### src/rtl/uart_tx_fifo.sv
module uart_tx_fifo #(
  parameter int DEPTH        = 8,
  parameter int DATA_W       = 8,
  parameter int REQ_ON_FREE  = 4,
  parameter int REQ_OFF_FILL = 5
) (
  input  logic              clk,
  input  logic              rst_n,
  input  logic              wr_en,
  input  logic [DATA_W-1:0] wr_data,
  input  logic              baud_tick,
  input  logic              parity_en,
  input  logic              parity_odd,
  input  logic              two_stop,
  input  logic              ovf_clear,
  output logic              txd,
  output logic              svc_req,
  output logic              space_avail,
  output logic              overflow
);
  localparam int PTR_W   = (DEPTH > 1) ? $clog2(DEPTH) : 1;
  localparam int CNT_W   = $clog2(DEPTH + 1);
  localparam int FRAME_W = DATA_W + 4;
  localparam int LEN_W   = $clog2(FRAME_W + 1);

  logic [DATA_W-1:0]  mem [DEPTH];
  logic [PTR_W-1:0]   wr_ptr, rd_ptr;
  logic [CNT_W-1:0]   count, count_nxt;
  logic [FRAME_W-1:0] sh, frame_load;
  logic [LEN_W-1:0]   bits_left, len_load;
  logic               push, pop, full, frame_done, par_bit;
  logic [DATA_W-1:0]  head;

  assign full       = (count == CNT_W'(DEPTH));
  assign push       = wr_en && !full;
  assign frame_done = (bits_left <= LEN_W'(1));
  assign pop        = baud_tick && frame_done && (count != '0);
  assign count_nxt  = count + CNT_W'(push) - CNT_W'(pop);
  assign head       = mem[rd_ptr];
  assign par_bit    = (^head) ^ parity_odd;
  assign frame_load = parity_en ? {2'b11, par_bit, head, 1'b0} : {3'b111, head, 1'b0};
  assign len_load   = LEN_W'(DATA_W + 2) + LEN_W'(parity_en) + LEN_W'(two_stop);

  assign txd         = sh[0];
  assign space_avail = !full;

  function automatic logic [PTR_W-1:0] ptr_inc(input logic [PTR_W-1:0] p);
    return (p == PTR_W'(DEPTH - 1)) ? '0 : p + PTR_W'(1);
  endfunction

  always_ff @(posedge clk) begin
    if (push) mem[wr_ptr] <= wr_data;
  end

  always_ff @(posedge clk) begin
    if (!rst_n) begin
      wr_ptr <= '0;
      rd_ptr <= '0;
      count  <= '0;
    end else begin
      if (push) wr_ptr <= ptr_inc(wr_ptr);
      if (pop)  rd_ptr <= ptr_inc(rd_ptr);
      count <= count_nxt;
    end
  end

  always_ff @(posedge clk) begin
    if (!rst_n) begin
      sh        <= '1;
      bits_left <= '0;
    end else if (baud_tick) begin
      if (!frame_done) begin
        sh        <= {1'b1, sh[FRAME_W-1:1]};
        bits_left <= bits_left - LEN_W'(1);
      end else if (count != '0) begin
        sh        <= frame_load;
        bits_left <= len_load;
      end else begin
        sh        <= '1;
        bits_left <= '0;
      end
    end
  end

  always_ff @(posedge clk) begin
    if (!rst_n) begin
      svc_req <= 1'b1;
    end else if (DEPTH - int'(count_nxt) >= REQ_ON_FREE) begin
      svc_req <= 1'b1;
    end else if (int'(count_nxt) >= REQ_OFF_FILL) begin
      svc_req <= 1'b0;
    end
  end

  always_ff @(posedge clk) begin
    if (!rst_n)              overflow <= 1'b0;
    else if (wr_en && full)  overflow <= 1'b1;
    else if (ovf_clear)      overflow <= 1'b0;
  end

  assert_count_bound_R2: assert property (@(posedge clk) disable iff (!rst_n)
    count <= CNT_W'(DEPTH));

  assert_no_overflow_R3: assert property (@(posedge clk) disable iff (!rst_n)
    (wr_en && !space_avail) |=> overflow);

  assert_line_steady_R4: assert property (@(posedge clk) disable iff (!rst_n)
    !baud_tick |=> $stable(txd));

  assert_req_free_R7: assert property (@(posedge clk) disable iff (!rst_n)
    (DEPTH - int'(count) >= REQ_ON_FREE) |-> svc_req);

  assert_req_full_R7: assert property (@(posedge clk) disable iff (!rst_n)
    (int'(count) >= REQ_OFF_FILL) |-> !svc_req);

  assert_start_on_tick_R8: assert property (@(posedge clk) disable iff (!rst_n)
    $fell(txd) |-> $past(baud_tick));

  assert_idle_high_R8: assert property (@(posedge clk) disable iff (!rst_n)
    (bits_left == '0) |-> txd);
endmodule

### config.mk
export PLATFORM = sky130hd
export DESIGN_NAME = uart_tx_fifo
export DESIGN_NICKNAME = d
export VERILOG_FILES = /design/src/rtl/uart_tx_fifo.sv
export SDC_FILE = /design/constraint.sdc
export NUM_CORES = 1
export LEC_CHECK = 0
export ABC_AREA = 1
export BUFFER_PORTS_ARGS = -buffer_cell sky130_fd_sc_hd__buf_2
export CAP_MARGIN = 20
export CORE_MARGIN = 1.5
export CORE_UTILIZATION = 50
export DETAILED_ROUTE_END_ITERATION = 8
export GPL_ROUTABILITY_DRIVEN = 0
export PLACE_DENSITY_LB_ADDON = 0.2
export SYNTH_ARGS = -nofsm -noshare
export SYNTH_HDL_FRONTEND = slang
export SYNTH_SLANG_ARGS = --single-unit
### constraint.sdc
create_clock -name clk -period 2.75 [get_ports clk]
set_input_delay 0.275 -clock clk [delete_from_list [all_inputs] [get_ports clk]]
set_output_delay 0.275 -clock clk [all_outputs]
set_load 0.01 [all_outputs]
==> Word level (Yosys, flattened, before mapping) <==
Memories as Yosys holds them, arrays and structs flattened. A register that Yosys moved wholly into a read port is not among the register bits.
Cells that the tools add are included.
{ "totals": {"ramBits": 64, "memories": 1, "register_bits": 28, "inputBits": 16, "out_inout_bits": 4, "elab_cells": 46} }
{ "op_classes": {"eq_ne": 3, "mux": 13, "reduce_logical": 9, "magnitude_cmp": 3, "n_addsub": 8, "n_bitwise": 2} }
{ "mem_list": {"columns": ["name", "depth", "word_bits", "read_ports", "rd_clocked_by_memory_dff", "write_ports", "line_no", "rtl"], "rows": [
  ["mem", 8, 8, 1, 1, 1, "26", "logic [DATA_W-1:0] mem [DEPTH];"]
]} }
{ "op_table": {"columns": ["cell", "count"], "rows": [
  ["10-bit two-way mux", 2],
  ["3-bit two-way mux", 4],
  ["11-bit two-way mux", 1],
  ["4-bit by 1-bit adder with 4-bit output", 2],
  ["4-bit two-way mux", 2],
  ["8-bit parity", 1],
  ["3-bit by 1-bit adder with 3-bit output, second input constant", 2],
  ["3-bit equality test, second input constant", 2],
  ["5-bit by 4-bit greater-or-equal comparator with 1-bit output, second input constant", 1],
  ["4-bit by 4-bit subtractor with 5-bit output, first input constant", 1],
  ["4-bit by 1-bit adder with 4-bit output, first input constant", 1],
  ["4-bit equality test, second input constant", 1],
  ["4-bit by 3-bit greater-or-equal comparator with 1-bit output, second input constant", 1],
  ["4-bit by 1-bit <= comparator with 1-bit output, second input constant", 1],
  ["1-bit logical AND", 4],
  ["1-bit two-way mux", 4],
  ["4-bit nonzero test", 1],
  ["4-bit by 1-bit subtractor with 4-bit output", 1],
  ["4-bit by 1-bit subtractor with 4-bit output, second input constant", 1],
  ["2-bit nonzero test", 1],
  ["2-bit OR reduction", 1],
  ["1-bit logical NOT", 1],
  ["1-bit inverter", 1],
  ["1-bit bitwise XOR", 1]
]} }

==> Depth between registers and ports, before layout <==
{ "depth": {"depth_word": 8, "depth_mapped": 18, "depth_no_buf": 17} }

==> Worst setup path before layout <==
Ideal clock, no wire load.
{ "synth_path": {"path_type": "flip-flop to flip-flop", "from": "register bits_left[0]", "to": "register svc_req", "arrival_ps": 2439, "path_stages_with_launch": 18, "path_slack_ps": 197, "n_path_buf": 0, "setup_time_ps": 114, "cell_sequence": "dfxtp_1 inv_1 ha_1 o21ai_0 inv_2 nand2_2 nor2_2 inv_1 nor2_1 inv_1 nand2_1 ha_1 inv_1 fa_1 nor2_1 nor2_1 nor2_1 nor2_1"} }
{ "synth_via": {"elab_chain_len": 7, "elab_cells_between_ends": 8, "cone_classes": "add/sub (2); order compare (3); reduce/logical (3)"} }
{ "synth_rtl": {"columns": ["item", "line_no", "rtl"], "rows": [
  ["from (decl)", "30", "logic [LEN_W-1:0] bits_left, len_load;"],
  ["from (signal assigned)", "74", "bits_left <= bits_left - LEN_W'(1);"],
  ["from (signal assigned)", "77", "bits_left <= len_load;"],
  ["4-bit by 1-bit <= comparator with 1-bit output *", "36", "assign frame_done = (bits_left <= LEN_W'(1));"],
  ["1-bit logical AND * (2 in series)", "37", "assign pop = baud_tick && frame_done && (count != '0);"],
  ["4-bit by 1-bit subtractor with 4-bit output *", "38", "assign count_nxt = count + CNT_W'(push) - CNT_W'(pop);"],
  ["4-bit by 4-bit subtractor with 5-bit output", "88", "end else if (DEPTH - int'(count_nxt) >= REQ_ON_FREE) begin"],
  ["5-bit by 4-bit greater-or-equal comparator with 1-bit output", "88", null],
  ["2-bit OR reduction (no source line)", null, null],
  ["to (signal assigned)", "87", "svc_req <= 1'b1;"],
  ["to (signal assigned)", "89", "svc_req <= 1'b1;"],
  ["to (signal assigned)", "91", "svc_req <= 1'b0;"],
  ["to (decl)", "17", "output logic svc_req,"]
]} }
Every way passes the cells marked *; elsewhere a longest branch is shown, timed or not.
A chain may end at the register's enable or synchronous reset.

==> Worst setup path after layout <==
{ "layout_path": {"from": "register bits_left[1]", "to": "register svc_req"} }
The elaborated chain is that of the path after synthesis.

==> metrics.yaml <==
synthMuxAreaShare_pct: 0
wl_per_cell_um: 13.71
hold_viol_final: 0
cellLeakagePower_nw: 2.257
diodes: 0
fin_crit_sh_pct: 87.28
synthXorXnorAreaFrac_pct: 0.3984
finClkSkew_ns: 0.009903
yosysWarnings: 0
total_power_mw: 4.664
crit_type: "reg2reg"
required_ns: 3.01
die_h_um: 96.78
worstMarginPinSlew_ns: 0.6822
synth_compound_area_share_pct: 5.862
cts-buffers-inserted: 9
ir_drop_mv: 0.3919
min_from: "ovf_clear"
fmax_mhz: 416.6
core-area_mm2: 0.008636
seq_area_mm2: 0.002504
drt_pass1_iterations: 4
slew_violations: 0
crit_chain: "inv_1 -> ha_1 -> o21ai_1 -> inv_2 -> nand2_2 -> nor2_4 -> inv_1 -> nor2_2 -> inv_1 -> nand2_1 -> ha_1 -> inv_1 -> fa_1 -> nor2_1 -> nor2_1 -> nor2_1 -> nor2_1"
syn_nets: 536
maxSlewHeadroom_pct: 54.47
drt_iter0_drc: 217
drc: 0
layout_common_cells: "nand2_1 (168), inv_1 (76), edfxtp_1 (64)"
rows: 34
h-tree-depth: 3
nets: 568
grt_pass1_vias: 3127
ys_seq_elements: 93
path_buf_inv: 5
drtAntennaViolNets: 0
ys_seq_area_share_pct: 56.92
worstPathArrival_ns: 2.66
r2r_start: "bits_left[1]"
critPathTopFamily: "adder cells"
grt_usage_pct: 20.32
max_stage_delay_ns: 0.43
synthSimpleGateAreaFrac_pct: 24.13
multi_input_area_mm2: 0.001514
start_util_pct: 50.91
synth_top_family_by_area: "simple AND/OR/NAND/NOR gates"
cts_tree: "yes"
syn-cell-area_mm2: 0.004397
fin_setup_tns_ns: 0
cts_root_buffer: "clkbuf_8"
holdBufCountCts: 0
cts_buffer_depth: 2
clkSinkCount: 93
cts.clk_slew.worst_paths_ns: 0.09
syn_inst: 507
port_buffers: 19
grt_pass1_wl_um: 14840
fillers: 785
critPathSlowestCell: "fa_1"
hold_path.class: "in2reg"
area_growth_pct: 10.42
startpoint: "bits_left[1]"
viasPerCell: 5.029
period_needed_ns: 2.400
dieArea_mm2: 0.009365
totalWireLength_um: 8942
grt_max_degree: 26
setup_viol: 0
powerDensity_mw_per_mm2: 960.8
maxCapViolCount: 0
worstSkewPairLatency_ns: 0.36
path_max_fanout: 4
die_w_um: 96.78
vias: 3279
grt_overflow: 0
drive_gt1_share_pct: 11.03
hpwl_um: 5970
postSynthAreaPerCell_um2: 8.672
layout_commonest_cell: "nand2_1"
synth_fa_ha_area_share_pct: 3.870
grt_setup_unrepaired: "false"
synthDistinctLibCells: 28
cp-start-kind: "flop"
status: "complete, no violations"
antenna_found_initial: 0
critPathCaptureType: "flop"
final_util_pct: 56.22
num_io_pins: 20
repair_timing:
action	in CTS	in global routing
setup buffers	0	2
resized for setup	0	4
setup endpoints to repair	0	3
stage by stage:
stage          cells  setup WS, ns  hold slack (ns)  cell area, um2
2_1_floorplan    507        0.1970           0.3447            4397
3_3_place_gp     634        0.1776           0.4483            4656
3_5_place_dp     634       0.05918           0.4545            4656
4_1_cts          650       0.03444           0.1401            4831
5_1_grt          652       0.01572           0.1591            4855
6_report         652        0.3497           0.1478            4855
tightest hold or removal path, cell delays in order:
cell and delay [ns]:
buf_2 0.07, inv_1 0.03, nand2_1 0.04, a21oi_1 0.05
metal layers:
layer / track usage, % / wire length [um] / up-vias
li1: - / - / 1689
met1: 27.89 / 4192 / 1511
met2: 31.95 / 4179 / 68
met3: 3.613 / 430 / 11
met4: 8.584 / 140 / 0
met5: 0 / 0 / -
kinds of logic after synthesis:
kind of cell | Yosys count
adder cells (fa/ha/maj) | 13
flip-flops | 93
buffers and inverters | 95
AO/OA/AOI/OAI | 41
XOR/XNOR | 2
AND/OR/NAND/NOR | 263
layout make-up:
class	count	area share, %
sequential	93	51.57
multi-input combinational	319	31.19
inverter	79	6.108
timing repair buffer	37	4.742
clock buffer	11	2.938
tap	108	2.784
clock inverter	5	0.6701
worst paths after layout:
| path | endpoint | slack, ns | cells past startpoint |
|---|---|---|---|
| worst max-delay path | svc_req | 0.35 | 17 |
| worst min-delay path | overflow | 0.15 | 4 |
| worst max register to register | svc_req | 0.35 | 17 |
| worst min register to register | overflow | 0.47 | 2 |
cells in the mapped netlist:
cell	n	area share, %
o22ai_1	1	0.14
inv_1	76	6.5
a21oi_1	20	2.3
nand2_1	168	14
edfxtp_1	64	44
nand2_2	1	0.14
inv_2	3	0.26
buf_1	1	0.085
nor2_2	1	0.14
o221ai_1	9	1.8
ha_1	12	3.4
a22oi_1	1	0.17
xor2_1	2	0.40
nand4_1	1	0.14
o21ai_1	1	0.11
nor3b_1	1	0.17
dfxtp_1	29	13
nor2_1	43	3.7
buf_4	2	0.34
clkbuf_1	4	0.34
nor3_1	1	0.11
buf_2	7	0.80
buf_6	2	0.51
fa_1	1	0.46
o211a_1	3	0.68
nand3b_1	1	0.17
nand3_1	46	5.2
o21ai_0	6	0.68
power by group:
group / internal (mW) / switching [mW] / leakage [nW]
clock: 0.359 / 0.479 / 0.0975
sequential: 1.70 / 0.105 / 0.820
combinational: 0.721 / 1.30 / 1.34
total: 2.78 / 1.89 / 2.26
registers in the layout, summed over array words and instances, names as in the netlist, named ones only:
register and count:
wr_ptr 3, rd_ptr 3, sh 10, bits_left 4
mem 64, count 4, svc_req 1, overflow 1
No activity file was read; power rests on OpenSTA's default activity.
